File: src/rtl/pps_pkg.sv
// Package: shared state and step-action types for the PLL power sequencer.
// Assumes: one action is applied per clock cycle.
package pps_pkg;

    typedef enum logic [3:0] {
        ST_IDLE,
        ST_DN_GATE,
        ST_DN_EPD,
        ST_DN_ISO,
        ST_DN_PWR,
        ST_UP_EPD,
        ST_UP_CORE,
        ST_UP_GATE
    } pps_state_e;

    typedef enum logic [2:0] {
        ACT_NONE,
        ACT_GATE_OFF,
        ACT_EPD_SET,
        ACT_ISO_SET,
        ACT_PWR_OFF,
        ACT_EPD_CLR,
        ACT_CORE_ON,
        ACT_GATE_ON
    } pps_act_e;

endpackage

File: src/rtl/pps_req_hold.sv
// Module: request holder and launcher.
// Latches enable and disable requests that arrive while a sequence runs.
// When the sequencer is idle, it picks which sequence to launch; enable wins.
// A disable is dropped whenever the always-on strap is high.
// Assumes: idle is high only in the cycle the sequencer can accept a launch.
module pps_req_hold (
    input  logic clk,
    input  logic rst_n,
    input  logic en_req,
    input  logic dis_req,
    input  logic aon_strap,
    input  logic idle,
    output logic go_up,
    output logic go_dn
);

    logic pend_up;
    logic pend_dn;
    logic want_up;
    logic want_dn;

    // Combine live and held requests; a disable under the strap counts as none.
    always_comb begin
        want_up = en_req | pend_up;
        want_dn = (dis_req | pend_dn) & ~aon_strap;
        go_up   = idle & want_up;
        go_dn   = idle & ~want_up & want_dn;
    end

    // Hold requests until they are launched; discard disables under the strap.
    always_ff @(posedge clk) begin
        if (!rst_n) begin
            pend_up <= 1'b0;
            pend_dn <= 1'b0;
        end else begin
            pend_up <= go_up ? 1'b0 : want_up;
            pend_dn <= go_dn ? 1'b0 : want_dn;
        end
    end

endmodule

File: src/rtl/pps_step_fsm.sv
// Module: step sequencer.
// Walks four power-down steps or three power-up steps, one per cycle,
// and emits the action for the current step and a done pulse.
// Assumes: go_up and go_dn are never both high.
module pps_step_fsm
    import pps_pkg::*;
(
    input  logic     clk,
    input  logic     rst_n,
    input  logic     go_up,
    input  logic     go_dn,
    output logic     idle,
    output pps_act_e act,
    output logic     done
);

    pps_state_e state;
    pps_state_e state_nx;

    // Next-state choice: the step chain, or a launch from idle.
    always_comb begin
        unique case (state)
            ST_IDLE:    state_nx = go_dn ? ST_DN_GATE : (go_up ? ST_UP_EPD : ST_IDLE);
            ST_DN_GATE: state_nx = ST_DN_EPD;
            ST_DN_EPD:  state_nx = ST_DN_ISO;
            ST_DN_ISO:  state_nx = ST_DN_PWR;
            ST_DN_PWR:  state_nx = ST_IDLE;
            ST_UP_EPD:  state_nx = ST_UP_CORE;
            ST_UP_CORE: state_nx = ST_UP_GATE;
            ST_UP_GATE: state_nx = ST_IDLE;
            default:    state_nx = ST_IDLE;
        endcase
    end

    // Action applied at the end of the current step.
    always_comb begin
        unique case (state)
            ST_DN_GATE: act = ACT_GATE_OFF;
            ST_DN_EPD:  act = ACT_EPD_SET;
            ST_DN_ISO:  act = ACT_ISO_SET;
            ST_DN_PWR:  act = ACT_PWR_OFF;
            ST_UP_EPD:  act = ACT_EPD_CLR;
            ST_UP_CORE: act = ACT_CORE_ON;
            ST_UP_GATE: act = ACT_GATE_ON;
            default:    act = ACT_NONE;
        endcase
    end

    assign idle = (state == ST_IDLE);

    // State register and done pulse on the last step of either chain.
    always_ff @(posedge clk) begin
        if (!rst_n) begin
            state <= ST_IDLE;
            done  <= 1'b0;
        end else begin
            state <= state_nx;
            done  <= (state == ST_DN_PWR) || (state == ST_UP_GATE);
        end
    end

endmodule

File: src/rtl/pps_out_regs.sv
// Module: output registers.
// Applies one step action per cycle to the power, isolation, embedded
// power-down and gate outputs. An action whose feature strap is 0 is a no-op.
// Assumes: the straps are static while a sequence runs.
module pps_out_regs
    import pps_pkg::*;
#(
    parameter int PWR_W = 2,
    parameter int EPD_W = 3
) (
    input  logic             clk,
    input  logic             rst_n,
    input  pps_act_e         act,
    input  logic             has_gate,
    input  logic             has_embed,
    input  logic             has_domain,
    output logic [PWR_W-1:0] pwr,
    output logic             iso,
    output logic [EPD_W-1:0] epd,
    output logic             gate
);

    localparam logic [PWR_W-1:0] PWR_ON  = {PWR_W{1'b1}};
    localparam logic [EPD_W-1:0] EPD_OFF = {EPD_W{1'b1}};

    // Core power field and isolation latch of the always-on domain.
    always_ff @(posedge clk) begin
        if (!rst_n) begin
            pwr <= '0;
            iso <= 1'b1;
        end else if (has_domain) begin
            if (act == ACT_ISO_SET) iso <= 1'b1;
            if (act == ACT_PWR_OFF) pwr <= '0;
            if (act == ACT_CORE_ON) begin
                pwr <= PWR_ON;
                iso <= 1'b0;
            end
        end
    end

    // Embedded power-down field.
    always_ff @(posedge clk) begin
        if (!rst_n) begin
            epd <= EPD_OFF;
        end else if (has_embed) begin
            if (act == ACT_EPD_SET) epd <= EPD_OFF;
            if (act == ACT_EPD_CLR) epd <= '0;
        end
    end

    // Top-level clock gate enable.
    always_ff @(posedge clk) begin
        if (!rst_n) begin
            gate <= 1'b0;
        end else if (has_gate) begin
            if (act == ACT_GATE_OFF) gate <= 1'b0;
            if (act == ACT_GATE_ON)  gate <= 1'b1;
        end
    end

endmodule

File: src/rtl/pll_pwr_seq.sv
// Module: PLL power and isolation sequencer (top).
// Power-down order: gate, embedded field, isolation, core power.
// Power-up order: embedded field, core power with isolation release, gate.
// Assumes: synchronous active-low reset; straps change only while idle.
module pll_pwr_seq
    import pps_pkg::*;
#(
    parameter int PWR_W = 2,
    parameter int EPD_W = 3
) (
    input  logic             clk,
    input  logic             rst_n,
    input  logic             en_req,
    input  logic             dis_req,
    input  logic             aon_strap,
    input  logic             cfg_has_gate,
    input  logic             cfg_has_embed,
    input  logic             cfg_has_domain,
    output logic [PWR_W-1:0] core_pwr_on,
    output logic             iso_latch,
    output logic [EPD_W-1:0] embed_pdn,
    output logic             top_gate_en,
    output logic             seq_done
);

    logic     idle;
    logic     go_up;
    logic     go_dn;
    pps_act_e act;

    pps_req_hold u_hold (
        .clk       (clk),
        .rst_n     (rst_n),
        .en_req    (en_req),
        .dis_req   (dis_req),
        .aon_strap (aon_strap),
        .idle      (idle),
        .go_up     (go_up),
        .go_dn     (go_dn)
    );

    pps_step_fsm u_fsm (
        .clk   (clk),
        .rst_n (rst_n),
        .go_up (go_up),
        .go_dn (go_dn),
        .idle  (idle),
        .act   (act),
        .done  (seq_done)
    );

    pps_out_regs #(.PWR_W(PWR_W), .EPD_W(EPD_W)) u_out (
        .clk        (clk),
        .rst_n      (rst_n),
        .act        (act),
        .has_gate   (cfg_has_gate),
        .has_embed  (cfg_has_embed),
        .has_domain (cfg_has_domain),
        .pwr        (core_pwr_on),
        .iso        (iso_latch),
        .epd        (embed_pdn),
        .gate       (top_gate_en)
    );

endmodule

File: config.mk
export PLATFORM = sky130hd
export DESIGN_NAME = pll_pwr_seq
export DESIGN_NICKNAME = d
export VERILOG_FILES = /design/src/rtl/pps_pkg.sv /design/src/rtl/pps_req_hold.sv /design/src/rtl/pps_step_fsm.sv /design/src/rtl/pps_out_regs.sv /design/src/rtl/pll_pwr_seq.sv
export SDC_FILE = /design/constraint.sdc
export NUM_CORES = 1
export LEC_CHECK = 0
export BUFFER_PORTS_ARGS = -buffer_cell sky130_fd_sc_hd__clkbuf_2
export CAP_MARGIN = 0
export CELL_PAD_IN_SITES_DETAIL_PLACEMENT = 1
export CELL_PAD_IN_SITES_GLOBAL_PLACEMENT = 1
export CORE_AREA = 2 2 42 44
export CTS_CLUSTER_SIZE = 24
export DETAILED_ROUTE_END_ITERATION = 7
export DIE_AREA = 0 0 44 46
export PLACE_DENSITY_LB_ADDON = 0.08
export SLEW_MARGIN = 10
export SYNTH_ARGS = -nofsm -noshare
export SYNTH_HDL_FRONTEND = slang
export SYNTH_SLANG_ARGS = --single-unit
export TNS_END_PERCENT = 5
File: constraint.sdc
create_clock -name clk -period 1.6 [get_ports clk]
set_input_delay 0.48 -clock clk [delete_from_list [all_inputs] [get_ports clk]]
set_output_delay 0.48 -clock clk [all_outputs]
set_load 0.005 [all_outputs]
==> qor.yml, run 1 <==
dieHeight_um: 46
post_cts_buffers: 0
cp_slowest_cell: "dfxtp_1"
grt_use_total_pct: 11.1
drive_gt1_share_pct: 29.6
worstSetupPathType: "flip-flop to flip-flop"
cp_cell_sequence: "inv_1, ha_1, nor3_1, a22oi_2, and3_1"
cellPowerDensity_mw_per_mm2: 1610
cts_resized: 0
peakVddDrop_v: 0.000577
rr_worst_depth: 5
die-area_mm2: 0.00202
grt_start_max_net_pins: 11
max_freq_ghz: 0.765
syn-cell-area_um2: 503
critPathTopFamily: "simple AND/OR/NAND/NOR gates"
critical_path_arrival_ps: 1470
rsz0062_at_grt: "no"
diodes: 0
synthesis.nets: 69
synth_top_flop_cell: "dfxtp_1"
via_per_inst: 4.81
p_leak_nw: 0.285
nets: 85
cts_buffers: 3
grt_pass1_wl_um: 1640
routedWlPerCell_um: 11.5
fin_crit_sh_pct: 81.7
drt_iter0_drc: 2
syn2layout_area_growth_pct: 19.7
worstReg2RegEnd: "u_fsm.state[0]$_SDFF_PN0_"
firstDrtPassIters: 2
drcViolationCount: 0
synth_largest_area_cell: "dfxtp_1"
gp_congestion: 0.690
holdCritPathClass: "primary input to flip-flop"
start_util_pct: 31.2
antenna_found_initial: 0
max_stage_delay_ps: 380
critPathRequiredTime_ps: 1760
synth_edf_count: 0
rrSetupSlack_ps: 290
cts_root_buf: "clkbuf_4"
status: "complete, no violations"
holdPathStages: 2
yosys_warnings: 0
synth_top_area_share_pct: 39.8
grt_pass1_vias: 382
rr_startpoint: "u_fsm.state[0]$_SDFF_PN0_"
cp_num_buf_inv: 1
critPathLaunchType: "flip-flop"
cts_tree: "built"
clockBufferDepth: 2
coreArea_mm2: 0.00161
holdCritStartpoint: "rst_n"
fin_tns_setup_ps: 0
synth_common_cells: "dfxtp_1, nor2_1, ha_1, o21ai_0"
postRouteAntennaNets: 0
htree_num_levels: 1
synth_async_sr_flop_share_pct: 0
drv_slew: 0
whs_endpoint: "u_out.iso$_SDFFE_PN1P_"
final.setup_skew_ps: 2.09
floorplan.rows: 15
fin_hold_ws_ps: 475
p_total_mw: 0.971
yosysMostFrequentCell: "dfxtp_1"
vias: 423
ys_ff_latch: 10
grt.overflow.total: 0
synth_area_leaders: "dfxtp_1, ha_1, nor2_1"
relSlewSlack_pct: 78.9
synth-seq-area-share_pct: 39.8
cts_sinks: 10
dp_hpwl_um: 813
postCtsHoldBufs: 0
numPortBuffers: 15
synthDistinctLibCells: 22
worst_slew_pin_slew_ps: 316
end_kind: "flip-flop"
syn_avg_cell_area_um2: 8.98
clk_pin_slew_worst_paths_ps: 70
drt_wl_total_um: 1010
clock_latency_ps: 260
synth_cells: 56
min_period_ps: 1310
finalSetupViolations: 0
maxCapViolations: 0
hold_viol_final: 0
crit_fanout: 3
chipWidth_um: 44
ios: 16
-- state kept, by name (all words and copies together) (netlist names) --
name / cells
u_hold.pend_dn: 1
u_out.epd: 1
u_fsm.state: 3
u_fsm.done: 1
u_hold.pend_up: 1
u_out.iso: 1
u_out.pwr: 1
u_out.gate: 1
-- worst max path at each step --
| stage | end | slack [ps] | cells after the start | from |
|---|---|---|---|---|
| global route | u_fsm.state[0]$_SDFF_PN0_ | 200 | 5 | u_fsm.state[0]$_SDFF_PN0_ |
| floorplan | u_fsm.state[0]$_SDFF_PN0_ | 400 | 5 | u_fsm.state[0]$_SDFF_PN0_ |
| detailed placement | u_fsm.state[0]$_SDFF_PN0_ | 280 | 5 | u_fsm.state[0]$_SDFF_PN0_ |
| global placement | u_fsm.state[0]$_SDFF_PN0_ | 290 | 5 | u_fsm.state[0]$_SDFF_PN0_ |
| CTS | u_fsm.state[0]$_SDFF_PN0_ | 280 | 5 | u_fsm.state[0]$_SDFF_PN0_ |
| finish | u_fsm.state[0]$_SDFF_PN0_ | 290 | 5 | u_fsm.state[0]$_SDFF_PN0_ |
-- cell usage in the layout, fill, tap and decap left out, types with 2 or more instances in the layout --
cell and count:
clkbuf_2 15, inv_1 4, clkbuf_4 3, a21boi_0 2, ha_1 5, nand2_1 4, a21oi_1 2, dfxtp_1 10
o21ai_0 5, nor2_1 8
-- cell type report --
type / instances / area (µm²)
timing repair buffer: 15 / 75.1
multi-input combinational: 38 / 254
fill: 196 / 1010
sequential: 10 / 200
tap: 17 / 21.3
inverter: 4 / 15.0
clock buffer: 4 / 36.3
-- report_power, final --
part | leakage, nW | switching, mW | internal (mW)
clock network | 0.0210 | 0.0911 | 0.138
registers | 0.0817 | 0.0654 | 0.309
logic | 0.182 | 0.195 | 0.173
-- routing by layer --
metal	vias to the layer above	track usage, %	share of wire, %
met5	-	0	0
met1	195	14.8	49
met2	10	17.9	46
met3	0	3.57	5.0
li1	218	-	-
met4	0	1.82	0
-- logic make-up (layout without fill, tap and decap cells) --
logic type / after synthesis / after routing / share of synthesized area, %
buffers and inverters: 8 / 23 / 9.70
flip-flops: 10 / 10 / 39.8
AND/OR/NAND/NOR: 17 / 17 / 16.2
adder cells (fa/ha/maj): 5 / 5 / 12.4
AO/OA/AOI/OAI: 16 / 16 / 21.9
-- metrics by stage --
stage / instance area [µm²] / instances / setup WS [ps] / util [%]
final: 602 / 88 / 293 / 37.3
after CTS: 602 / 88 / 276 / 37.3
after detailed placement: 566 / 84 / 280 / 35.0
after global routing: 602 / 88 / 205 / 37.3
after floorplan: 503 / 56 / 404 / -
after global placement: 566 / 84 / 288 / 35.0
Note: power is estimated with default switching activity, not from simulation.
==> run 2, diff against run 1 <==
- CORE_AREA: 2 2 42 44 -> 2 2 44 46
- DIE_AREA: 0 0 44 46 -> 0 0 46 48
- clock period: 1.6 -> 1.1 ns (I/O delays scaled with it)
==> qor.yml, run 2 (synthesized netlist as in run 1, its figures left out) <==
rr_worst_depth: 5
rsz0062_at_grt: "yes"
cellPowerDensity_mw_per_mm2: 2400
syn2layout_area_growth_pct: 40.0
drt_wl_total_um: 1320
coreArea_mm2: 0.00169
p_total_mw: 1.69
post_dp_cell_area_um2: 603
nets: 90
violations: "negative setup slack"
dp_slack_ps: -102
crit_fanout: 3
peakVddDrop_v: 0.00107
postRouteAntennaNets: 0
drt_iter0_drc: 1
drive_gt1_share_pct: 52.0
dp_hpwl_um: 909
final_common_cell: "clkbuf_2"
worstSetupPathType: "flip-flop to flip-flop"
fin_area_um2: 704
fin_ws_ps: -17.0
fin_tns_setup_ps: -20.7
drcViolationCount: 0
critPathRequiredTime_ps: 1250
grt_pass1_wl_um: 2310
final_core_util_pct: 41.7
die-area_mm2: 0.00221
routedWlPerCell_um: 14.3
holdCritPathClass: "primary input to flip-flop"
vias: 443
maxCapViolations: 0
htree_num_levels: 1
critPathLaunchType: "flip-flop"
gp_congestion: 0.762
floorplan.rows: 15
worst_slew_pin_slew_ps: 336
cts_tree: "built"
grt_start_max_net_pins: 11
rrSetupSlack_ps: -20
hold_viol_final: 0
clockBufferDepth: 2
cts_buffers: 3
chipWidth_um: 46
diodes: 0
min_period_ps: 1120
numPortBuffers: 15
fin_crit_sh_pct: 102
cts_root_buf: "clkbuf_4"
holdPathStages: 3
antenna_found_initial: 0
end_kind: "flip-flop"
regArea_um2: 213
max_freq_ghz: 0.895
clock_latency_ps: 260
start_util_pct: 29.8
num-fill-cells: 195
most-common-layout-cells: "clkbuf_2, nor2_1, dfxtp_1"
grt.overflow.total: 0
p_leak_nw: 0.309
finalSetupViolations: 3
grt_use_total_pct: 15.4
drv_slew: 0
critical_path_arrival_ps: 1270
multi_input_area_um2: 313
final.setup_skew_ps: 2.21
dieHeight_um: 48
postCtsHoldBufs: 0
largest_register_ffs: 3
firstDrtPassIters: 2
grt_pass1_vias: 505
cts_sinks: 10
relSlewSlack_pct: 77.6
top_register: "u_fsm.state"
ios: 16
status: "finished, violations left"
via_per_inst: 4.82
clk_pin_slew_worst_paths_ps: 60
## run 2: cell types whose count changed in the layout (fill, tap and decap cells not counted), moves of 2 or more
cell and delta:
a21boi_1 +2, nor2_2 +2, a21boi_0 -2, buf_4 +5, ha_2 +2, dfxtp_1 -4
ha_4 +3, nor2_1 -2, ha_1 -5, inv_1 -2, dfxtp_4 +3
## run 2: worst max-delay path, cell delays in order (launching register included)
cell,delay [ps]
dfxtp_4,380
inv_6,50
ha_4,160
nor3_4,140
a22oi_2,90
and3_1,170
## run 2: repair_timing
item                                    4_1_cts  5_1_grt
pin swaps                                     5        3
gates resized for setup                      20        4
endpoints found under the setup margin       10       11
setup buffers                                 1        0
## run 2: report_power, final
part / total (mW) / switching, mW / internal, mW / leakage, nW
logic: 0.822 / 0.378 / 0.444 / 0.213
clock network: 0.245 / 0.119 / 0.126 / 0.0138
registers: 0.621 / 0.150 / 0.471 / 0.0825
total: 1.69 / 0.646 / 1.04 / 0.309
## run 2: path summary, 6_finish.rpt
path,from,to
min,cfg_has_embed,u_out.epd[1]$_SDFFE_PN1P_
min reg2reg,u_out.pwr[0]$_SDFFE_PN0P_,u_out.pwr[0]$_SDFFE_PN0P_
max,u_fsm.state[0]$_SDFF_PN0_,u_fsm.state[0]$_SDFF_PN0_
max reg2reg,u_fsm.state[0]$_SDFF_PN0_,u_fsm.state[0]$_SDFF_PN0_
## run 2: final cells by class
type	instances	area share, %
clock buffers	3	3.20
well taps	17	3.02
multi-input cells	38	44.4
flip-flops and latches	10	30.2
repair buffers	20	16.0
inverters	4	3.20
## run 2: metrics by stage
step	cells	hold WS [ps]
floorplan	56	406
global route	92	379
finish	92	351
CTS	92	339
global placement	88	496
detailed placement	88	502
## run 2: metal layers
metal / track usage, % / up-vias / wire (µm)
li1: - / 228 / -
met1: 18.1 / 202 / 561
met5: 0 / - / 0
met4: 3.43 / 0 / 8
met3: 5.66 / 2 / 62
met2: 26.7 / 11 / 685
==> run 3, diff against run 2 <==
- SETUP_SLACK_MARGIN: not set -> 0.4
==> qor.yml, run 3 (synthesized netlist as in run 1, its figures left out) <==
routedWlPerCell_um: 13.7
top_register: "u_fsm.state"
clk_pin_slew_worst_paths_ps: 70
drive_gt1_share_pct: 58.1
drt_iter0_drc: 7
peakVddDrop_v: 0.000932
dieHeight_um: 48
clock_latency_ps: 260
grt_pass1_vias: 440
critical_path_arrival_ps: 1240
p_leak_nw: 0.312
dp_slack_ps: -9.20
final_common_cell: "clkbuf_2"
worstSetupPathType: "flip-flop to flip-flop"
drt_wl_total_um: 1250
cts_tree: "built"
start_util_pct: 29.8
post_cts_buffers: 0
finalSetupViolations: 0
cellPowerDensity_mw_per_mm2: 2470
floorplan.rows: 15
vias: 436
syn2layout_area_growth_pct: 47.5
max_freq_ghz: 0.928
dp_hpwl_um: 965
hold_viol_final: 0
p_total_mw: 1.83
via_per_inst: 4.79
die-area_mm2: 0.00221
firstDrtPassIters: 4
cts_root_buf: "clkbuf_4"
gp_congestion: 0.651
cts_buffers: 3
grt_pass1_wl_um: 2060
worst_slew_pin_slew_ps: 217
min_period_ps: 1080
drv_slew: 0
clockBufferDepth: 2
final.setup_skew_ps: 2.14
postCtsHoldBufs: 0
antenna_found_initial: 0
fin_crit_sh_pct: 97.9
cts_sinks: 10
numPortBuffers: 15
relSlewSlack_pct: 85.5
postRouteAntennaNets: 0
htree_num_levels: 1
nets: 88
fin_ws_ps: 22.7
fin_hold_ws_ps: 352
end_kind: "flip-flop"
rsz0062_at_grt: "yes"
grt_start_max_net_pins: 8
holdCritPathClass: "primary input to flip-flop"
critPathRequiredTime_ps: 1260
coreArea_mm2: 0.00169
most-common-layout-cells: "clkbuf_2, nor2_1, ha_4"
status: "complete, no violations"
fin_tns_setup_ps: 0
largest_register_ffs: 3
critPathLaunchType: "flip-flop"
ios: 16
crit_fanout: 4
drcViolationCount: 0
maxCapViolations: 0
chipWidth_um: 46
grt_use_total_pct: 13.9
grt.overflow.total: 0
diodes: 0
-- run 3: cell count changes in the layout (fill, tap and decap cells not counted), moves of 2 or more --
cell	before	now
buf_4	5	3
dfxtp_2	1	4
ha_2	2	0
ha_4	3	5
dfxtp_1	6	3
-- run 3: repair_timing --
action | CTS | global route
pin swaps | 0 | 7
setup endpoints to repair | 18 | 18
gates cloned | 0 | 0
resized for setup | 8 | 10
-- run 3: final cells by class --
type                    count  area, µm²
clock buffers               4       36.3
fillers                   209        947
inverters                   4       22.5
multi-input cells          38        348
flip-flops and latches     10        216
well taps                  17       21.3
repair buffers             18       97.6
-- run 3: critical path: stages (launching register included) --
cell,delay [ps]
dfxtp_4,410
inv_4,60
ha_4,170
nor2_2,110
o21ai_1,60
and3_1,160
-- run 3: worst paths after layout --
check                                          startpoint                         to  slack (ps)  depth (start not counted)
worst min-delay path                                rst_n     u_out.iso$_SDFFE_PN1P_         350                          2
worst max-delay path            u_fsm.state[1]$_SDFF_PN0_  u_fsm.state[0]$_SDFF_PN0_          20                          5
worst max register to register  u_fsm.state[1]$_SDFF_PN0_  u_fsm.state[0]$_SDFF_PN0_          20                          5
worst min register to register  u_out.pwr[0]$_SDFFE_PN0P_  u_out.pwr[0]$_SDFFE_PN0P_         500                          2
-- run 3: power breakdown --
group / internal (mW) / switching [mW] / leakage (nW)
Combinational: 0.467 / 0.415 / 0.207
Clock: 0.201 / 0.135 / 0.0210
Sequential: 0.474 / 0.141 / 0.0839
-- run 3: routing by layer --
layer	GRT usage, %	up-vias	part of all wire [%]
li1	-	224	-
met1	17.4	197	47
met2	23.1	15	48
met3	3.40	0	4.8
met4	5.14	0	0
met5	0	-	0
-- run 3: per-stage QoR --
stage	util, %	std cells	instance area [µm²]
6_report	43.9	91	742
5_1_grt	43.9	91	742
3_3_place_gp	38.2	87	646
4_1_cts	42.4	91	717
2_1_floorplan	-	56	561
3_5_place_dp	38.2	87	646
